## src/rtl/bf16_cvt_pkg.sv

```systemverilog
package bf16_cvt_pkg;

  typedef enum logic [1:0] {
    RM_NEAR = 2'd0,
    RM_UP   = 2'd1,
    RM_DOWN = 2'd2,
    RM_ZERO = 2'd3
  } rnd_mode_t;

  typedef struct packed {
    logic inexact;
    logic overflow;
    logic in_denorm;
    logic invalid;
  } cvt_flags_t;

  localparam logic [15:0] BF_DFLT_NAN = 16'h7FC0;

endpackage

```

## src/rtl/bf16_lane_cvt.sv

```systemverilog
module bf16_lane_cvt
  import bf16_cvt_pkg::*;
(
  input  logic [31:0] fp_i,
  input  rnd_mode_t   rm_i,
  input  logic        dflt_nan_i,
  input  logic        flush_i,
  output logic [15:0] bf_o,
  output cvt_flags_t  flags_o
);

  logic        sgn;
  logic [7:0]  expo;
  logic [22:0] man;
  logic [14:0] keep;
  logic [15:0] rem;
  logic        is_nan, is_inf, is_sub;
  logic        inc;
  logic [14:0] sum;
  logic        ovf;

  always_comb begin
    sgn    = fp_i[31];
    expo   = fp_i[30:23];
    man    = fp_i[22:0];
    keep   = fp_i[30:16];
    rem    = fp_i[15:0];
    is_nan = (&expo) && (|man);
    is_inf = (&expo) && !(|man);
    is_sub = !(|expo) && (|man);

    unique case (rm_i)
      RM_NEAR: inc = rem[15] && ((|rem[14:0]) || keep[0]);
      RM_UP:   inc = !sgn && (|rem);
      RM_DOWN: inc = sgn && (|rem);
      default: inc = 1'b0;
    endcase

    sum = keep + 15'(inc);
    // carry into an all-ones exponent can only come from rounding
    ovf = inc && (&sum[14:7]);

    flags_o = '0;
    bf_o    = {sgn, sum};
    if (is_nan) begin
      bf_o            = dflt_nan_i ? BF_DFLT_NAN : {sgn, 8'hFF, 1'b1, man[21:16]};
      flags_o.invalid = !man[22];
    end else if (is_inf) begin
      bf_o = {sgn, 15'h7F80};
    end else if (is_sub && flush_i) begin
      bf_o              = {sgn, 15'h0000};
      flags_o.in_denorm = 1'b1;
    end else begin
      flags_o.inexact  = |rem;
      flags_o.overflow = ovf;
    end
  end

endmodule

```

## src/rtl/bf16_out_stage.sv

```systemverilog
module bf16_out_stage #(
  parameter int W   = 32,
  parameter bit REG = 1'b1
) (
  input  logic         clk_i,
  input  logic         rst_ni,
  input  logic         valid_i,
  input  logic [W-1:0] d_i,
  output logic         valid_o,
  output logic [W-1:0] q_o
);

  if (REG) begin : g_reg
    always_ff @(posedge clk_i or negedge rst_ni) begin
      if (!rst_ni) begin
        valid_o <= 1'b0;
        q_o     <= '0;
      end else begin
        valid_o <= valid_i;
        if (valid_i) q_o <= d_i;
      end
    end


    valid_pipe_chk: assert property (@(posedge clk_i) disable iff (!rst_ni)
      valid_i |=> (valid_o && q_o == $past(d_i)));

    valid_drop_chk: assert property (@(posedge clk_i) disable iff (!rst_ni)
      !valid_i |=> (!valid_o && $stable(q_o)));
  end else begin : g_comb
    assign valid_o = valid_i;
    assign q_o     = d_i;


    valid_pass_chk: assert property (@(posedge clk_i) disable iff (!rst_ni)
      valid_o == valid_i);
  end

endmodule

```

## src/rtl/bf16_vec_cvt.sv

```systemverilog
module bf16_vec_cvt
  import bf16_cvt_pkg::*;
#(
  parameter int VLEN    = 128,
  parameter bit OUT_REG = 1'b1
) (
  input  logic              clk_i,
  input  logic              rst_ni,
  input  logic              valid_i,
  input  logic [VLEN-1:0]   src_i,
  input  logic [VLEN/8-1:0] pred_i,
  input  logic [VLEN-1:0]   dst_old_i,
  input  logic              zero_mode_i,
  input  logic [1:0]        rnd_mode_i,
  input  logic              dflt_nan_i,
  input  logic              flush_i,
  output logic              valid_o,
  output logic [VLEN-1:0]   dst_o,
  output logic [3:0]        flags_o
);

  localparam int LANES = VLEN / 32;
  localparam int FW    = $bits(cvt_flags_t);

  logic [LANES-1:0] act;
  logic             any_act;
  logic [VLEN-1:0]  opnd;
  logic [VLEN-1:0]  res_c;
  logic [FW-1:0]    flags_c;
  cvt_flags_t       lane_flg [LANES];
  logic [15:0]      lane_bf  [LANES];
  logic             unused_pred;

  assign unused_pred = ^pred_i;
  assign any_act     = |act;
  // source is gated off when nothing is selected
  assign opnd        = any_act ? src_i : '0;

  for (genvar l = 0; l < LANES; l++) begin : g_lane
    assign act[l] = pred_i[4*l];

    bf16_lane_cvt u_cvt (
      .fp_i      (opnd[32*l +: 32]),
      .rm_i      (rnd_mode_t'(rnd_mode_i)),
      .dflt_nan_i(dflt_nan_i),
      .flush_i   (flush_i),
      .bf_o      (lane_bf[l]),
      .flags_o   (lane_flg[l])
    );

    always_comb begin
      if (act[l])          res_c[32*l +: 32] = {16'h0000, lane_bf[l]};
      else if (zero_mode_i) res_c[32*l +: 32] = '0;
      else                 res_c[32*l +: 32] = dst_old_i[32*l +: 32];
    end


    lane_hi_zero_chk: assert property (@(posedge clk_i) disable iff (!rst_ni)
      (valid_i && pred_i[4*l]) |-> (res_c[32*l+16 +: 16] == 16'h0000));

    merge_keep_chk: assert property (@(posedge clk_i) disable iff (!rst_ni)
      (valid_i && !pred_i[4*l] && !zero_mode_i) |-> (res_c[32*l +: 32] == dst_old_i[32*l +: 32]));

    zero_fill_chk: assert property (@(posedge clk_i) disable iff (!rst_ni)
      (valid_i && !pred_i[4*l] && zero_mode_i) |-> (res_c[32*l +: 32] == 32'h0));

    snan_invalid_chk: assert property (@(posedge clk_i) disable iff (!rst_ni)
      (valid_i && pred_i[4*l] && (&src_i[32*l+23 +: 8]) && (|src_i[32*l +: 22]) && !src_i[32*l+22])
        |-> flags_c[0]);
  end

  always_comb begin
    flags_c = '0;
    for (int l = 0; l < LANES; l++) begin
      if (act[l]) flags_c = flags_c | lane_flg[l];
    end
  end


  no_act_flags_chk: assert property (@(posedge clk_i) disable iff (!rst_ni)
    (valid_i && !(|act)) |-> (flags_c == '0));

  ovf_inexact_chk: assert property (@(posedge clk_i) disable iff (!rst_ni)
    (valid_i && flags_c[2]) |-> flags_c[3]);

  bf16_out_stage #(
    .W  (VLEN + FW),
    .REG(OUT_REG)
  ) u_out (
    .clk_i  (clk_i),
    .rst_ni (rst_ni),
    .valid_i(valid_i),
    .d_i    ({flags_c, res_c}),
    .valid_o(valid_o),
    .q_o    ({flags_o, dst_o})
  );

endmodule

```

## config.mk

```make
export PLATFORM = sky130hd
export DESIGN_NAME = bf16_vec_cvt
export DESIGN_NICKNAME = d
export VERILOG_FILES = /design/src/rtl/bf16_cvt_pkg.sv /design/src/rtl/bf16_lane_cvt.sv /design/src/rtl/bf16_out_stage.sv /design/src/rtl/bf16_vec_cvt.sv
export SDC_FILE = /design/constraint.sdc
export NUM_CORES = 1
export LEC_CHECK = 0
export ABC_AREA = 1
export BUFFER_PORTS_ARGS = -buffer_cell sky130_fd_sc_hd__buf_2
export CAP_MARGIN = 20
export CELL_PAD_IN_SITES_DETAIL_PLACEMENT = 2
export CELL_PAD_IN_SITES_GLOBAL_PLACEMENT = 2
export CORE_MARGIN = 5
export CORE_UTILIZATION = 27
export CTS_BUF_LIST = sky130_fd_sc_hd__clkbuf_4 sky130_fd_sc_hd__clkbuf_8
export DETAILED_ROUTE_END_ITERATION = 6
export PLACE_DENSITY_LB_ADDON = 0.1
export SLEW_MARGIN = 20
export SYNTH_ARGS = -nofsm -noshare
export SYNTH_HDL_FRONTEND = slang
export SYNTH_HIERARCHICAL = 1
export SYNTH_SLANG_ARGS = --single-unit
```

## constraint.sdc

```tcl
create_clock -name clk_i -period 1.05 [get_ports clk_i]
set_input_delay 0.105 -clock clk_i [delete_from_list [all_inputs] [get_ports clk_i]]
set_output_delay 0.105 -clock clk_i [all_outputs]
set_load 0.05 [all_outputs]
```

==> results.json, run 1 <==
{
  "run_status": "stopped before the end",
  "stop_stage": "clock tree synthesis",
  "firstError": "[ERROR DPL-0033] detailed placement checks failed during check placement.",
  "dieHeight_um": 212,
  "synth_fp_nets": 2192,
  "clock-sinks": 133,
  "cts_buffers": 17,
  "synthMostInstantiatedCell": "nand2_1",
  "yosysWarnings": 6,
  "place_ws_ns": -2.16,
  "hold_buffers": 130,
  "cts_resized": 573,
  "cts-htree-levels": 4,
  "port_buffers": 400,
  "root_buffer": "clkbuf_8",
  "clk_path_buf_depth": 2,
  "synth_commonest_cells": "nand2_1 (880), inv_1 (224), nor2_1 (169), a21oi_1 (140), dfrtp_1 (133)",
  "initial_core_util_pct": 27.1,
  "io-pin-count": 413,
  "hpwl_um": 45500,
  "syn_area_per_cell_um2": 5.82,
  "yosysSeqAreaShare_pct": 30.2,
  "dieWidth_um": 212,
  "num_rows": 74,
  "yosys.cell_types.count": 26,
  "synthCells": 1892,
  "cts_setup_buffers": 126,
  "synth_edf_count": 0,
  "synth_ff_type": "dfrtp_1",
  "synth_area_leaders": "dfrtp_1 (30%), nand2_1 (30%), inv_1 (7.6%), a21oi_1 (6.4%), nor2_1 (5.8%)",
  "synth_top_cell_area_share_pct": 30.2,
  "synth-seq-cells": 133,
  "synthArstFlopShare_pct": 100,
  "place_congestion": 0.867,
  "synth_area_mm2": 0.0110,
  "synth_area_leader_cell": "dfrtp_1"
}
cell families after synthesis:
logic type / Yosys count / synth area share, %
and+or+nand+nor: 1222 / 45.2
DFF: 133 / 30.2
buffers and inverters: 317 / 12.2
adders and majority gates: 20 / 2.27
AOI/OAI and AO/OA: 176 / 8.22
xor gates and xnor gates: 24 / 1.91
through the flow:
step | cells | setup TNS (ns) | hold WS, ns | instance area [µm²]
floorplan | 1892 | -65.37 | -0.191 | 11700
detailed placement | 3006 | -119.96 | -0.0385 | 15900
global placement | 3006 | -108.01 | -0.0401 | 15900
==> run 2: changes to the inputs <==
--- a/config.mk
+++ b/config.mk
@@ -8,13 +8,10 @@
 export ABC_AREA = 1
 export BUFFER_PORTS_ARGS = -buffer_cell sky130_fd_sc_hd__buf_2
 export CAP_MARGIN = 20
-export CELL_PAD_IN_SITES_DETAIL_PLACEMENT = 2
-export CELL_PAD_IN_SITES_GLOBAL_PLACEMENT = 2
 export CORE_MARGIN = 5
-export CORE_UTILIZATION = 27
-export CTS_BUF_LIST = sky130_fd_sc_hd__clkbuf_4 sky130_fd_sc_hd__clkbuf_8
+export CORE_UTILIZATION = 26
 export DETAILED_ROUTE_END_ITERATION = 6
-export PLACE_DENSITY_LB_ADDON = 0.1
+export PLACE_DENSITY_LB_ADDON = 0.15
 export SLEW_MARGIN = 20
 export SYNTH_ARGS = -nofsm -noshare
 export SYNTH_HDL_FRONTEND = slang
==> run 2 against run 1 <==
Against the previous run: the flow now finishes, with violations (setup timing); synthesized area did not move; synthesized cell count did not move.
==> results.json, run 2 <==
{
  "p_clk_share_pct": 29.8,
  "fin_area_mm2": 0.0218,
  "synth_ff_type": "dfrtp_1",
  "p_sw_mw": 7.37,
  "io-pin-count": 413,
  "yosys.cell_types.count": 26,
  "yosysSeqAreaShare_pct": 30.2,
  "yosysWarnings": 6,
  "critical_path.max_stage_delay_ns": 0.21,
  "synth_area_leader_cell": "dfrtp_1",
  "setup_viol": 204,
  "dieHeight_um": 216,
  "dr.pass1.iters": 7,
  "cts_tree": "yes",
  "place_ws_ns": -2.03,
  "seqPwrFrac_pct": 28.9,
  "r2r_slack_ns": 0.27,
  "critPathCapture": "u_out/q_o[130]",
  "largest-register": "u_out/q_o",
  "worst_slack_ns": -1.60,
  "synthMostInstantiatedCell": "nand2_1",
  "violations": "setup timing",
  "p_int_mw": 12.8,
  "synth_fp_nets": 2192,
  "synthArstFlopShare_pct": 100,
  "cp-end-kind": "flip-flop",
  "run_status": "finished with violations",
  "drive_above_1_share_pct": 43.9,
  "ir_drop_mv": 0.759,
  "syn_area_per_cell_um2": 5.82,
  "cp-startpoint": "pred_i[8]",
  "crit_family": "simple AND/OR/NAND/NOR gates",
  "grt_usage_pct": 20.1,
  "synth_commonest_cells": "nand2_1 (880), inv_1 (224), nor2_1 (169), a21oi_1 (140), dfrtp_1 (133)",
  "holdCritPathClass": "in -> reg",
  "slew_viol_final": 0,
  "root_buffer": "clkbuf_16",
  "clk_path_buf_depth": 2,
  "hold_violations": 0,
  "r2r_end": "u_out/q_o[82]",
  "reg2reg_depth": 3,
  "detail_route.wl_per_cell_um": 15.4,
  "grt_pass1_vias": 14400,
  "worst_pin_slew_ns": 0.707,
  "crit_slowest_cell": "a21oi_4",
  "final_nets": 3076,
  "synth_area_leaders": "dfrtp_1 (30%), nand2_1 (30%), inv_1 (7.6%), a21oi_1 (6.4%), nor2_1 (5.8%)",
  "dieWidth_um": 216,
  "overflow": 0,
  "critPathLaunchType": "input port",
  "port_buffers": 400,
  "synth_area_mm2": 0.0110,
  "drtIter0Drc": 707,
  "core_mm2": 0.0419,
  "cp_num_buf_inv": 6,
  "largest_reg_flops": 132,
  "areaGrowthSynthToFinish_pct": 97.5,
  "place_area_mm2": 0.0159,
  "drtAntennaViolNets": 0,
  "switching_share_pct": 36.5,
  "power.leakage_nw": 11.7,
  "totalWireLength_um": 51400,
  "cts-htree-levels": 4,
  "final_common_cell": "nand2_1",
  "fin_crit_ns": 2.65,
  "synth_edf_count": 0,
  "crit_arrival_ns": 3.03,
  "num_rows": 75,
  "share_comb_of_total_power_pct": 41.3,
  "die_area_mm2": 0.0466,
  "worstPathMaxFanout": 6,
  "vias_per_cell": 4.43,
  "cts_buffers": 17,
  "synth_top_cell_area_share_pct": 30.2,
  "grt_max_degree": 58,
  "clock_latency_ns": 0.43,
  "place_congestion": 0.856,
  "hpwl_um": 36600,
  "pwr_density_cell_mw_per_mm2": 929,
  "clk_pin_slew_ns": 0.06,
  "synthCells": 1892,
  "rsz0062_at_grt": "true",
  "path_depth": 31,
  "synth-seq-cells": 133,
  "antenna_found_initial": 6,
  "required_ns": 1.43,
  "reg.largest.list": "u_out/q_o (132), u_out/valid_o (1)",
  "fmax_ghz": 0.377,
  "cap_violations": 0,
  "worstSetupPathType": "in -> reg",
  "num_vias": 14700,
  "grt_pass1_wl_um": 76700,
  "drc": 0,
  "mostFrequentLayoutCells": "nand2_1 (804), buf_4 (314), buf_2 (261)",
  "cpMostUsedCell": "nand2_1",
  "relSlewSlack_pct": 52.8,
  "clock-sinks": 133,
  "initial_core_util_pct": 26.3,
  "fin_worst_skew_ns": 0,
  "finalCritPeriodShare_pct": 252,
  "rr_startpoint": "u_out/q_o[82]"
}
## run 2: cell counts after synthesis
No cell type changed its count.
## run 2: layout make-up
cell class | count | area, µm²
diodes | 3 | 7.51
inverters | 234 | 886
fillers | 4033 | 20200
repair buffers | 948 | 8110
multi-input cells | 1442 | 8160
well taps | 539 | 674
clock inverters | 11 | 126
clock buffers | 21 | 460
flip-flops and latches | 133 | 3330
## run 2: cells by family after synthesis
logic type	count (synthesis)	synth area share [%]
and+or+nand+nor	1222	45.2
buffers and inverters	317	12.2
AOI/OAI and AO/OA	176	8.22
DFF	133	30.2
xor gates and xnor gates	24	1.91
adders and majority gates	20	2.27
## run 2: worst min-delay path by stage
stage                   from            end  slack (ns)  depth (start not counted)
3_3_place_gp          rst_ni  u_out/q_o[33]        0.02                          1
5_1_grt        dst_old_i[59]  u_out/q_o[59]        0.02                          5
6_report       dst_old_i[15]  u_out/q_o[15]        0.03                          5
2_1_floorplan         rst_ni   u_out/q_o[0]       -0.19                          0
3_5_place_dp          rst_ni   u_out/q_o[5]        0.02                          1
4_1_cts        dst_old_i[59]  u_out/q_o[59]       0.009                          5
## run 2: worst min-delay path: cells and delay by family
kind                   cells  cell delay (ns)
and+or+nand+nor            4             0.24
buffers and inverters      1             0.08
## run 2: timing repair
action                                  4_1_cts  5_1_grt
endpoints found under the hold margin       257        0
endpoints found under the setup margin      201      207
hold buffers                                126        0
pin swaps                                    87      180
gates cloned                                  6        3
gates resized for setup                     260      546
setup buffers                                67      102
## run 2: stage by stage
step / power, mW / hold WS (ns) / util (%) / setup TNS (ns) / instances
after floorplan: 9.65 / -0.191 / - / -65.37 / 1892
after global routing: 21.2 / 0.0237 / 51.9 / -96.38 / 3330
after global placement: 12.0 / 0.0188 / 37.9 / -110.36 / 3013
after CTS: 19.2 / 0.00888 / 46.4 / -88.54 / 3239
after detailed placement: 12.0 / 0.0221 / 37.9 / -113.08 / 3013
final: 20.2 / 0.0253 / 51.9 / -80.98 / 3331
## run 2: metal layers
layer,GRT usage [%],vias to the layer above,share of wire [%]
met5,0,-,0.13
met4,5.01,8,1.8
met3,3.32,63,4.2
met2,34.7,384,50
met1,26.3,6762,44
li1,-,7528,-
## run 2: power groups by stage
stage | Combinational [mW] | Sequential [mW] | Clock (mW)
floorplan | 2.37 | 7.28 | 0
finish | 8.35 | 5.84 | 6.02
CTS | 7.22 | 5.77 | 6.20
detailed placement | 6.17 | 5.84 | 0
global route | 8.95 | 5.88 | 6.39
global placement | 6.15 | 5.82 | 0
(Power assumes the default switching activity.)
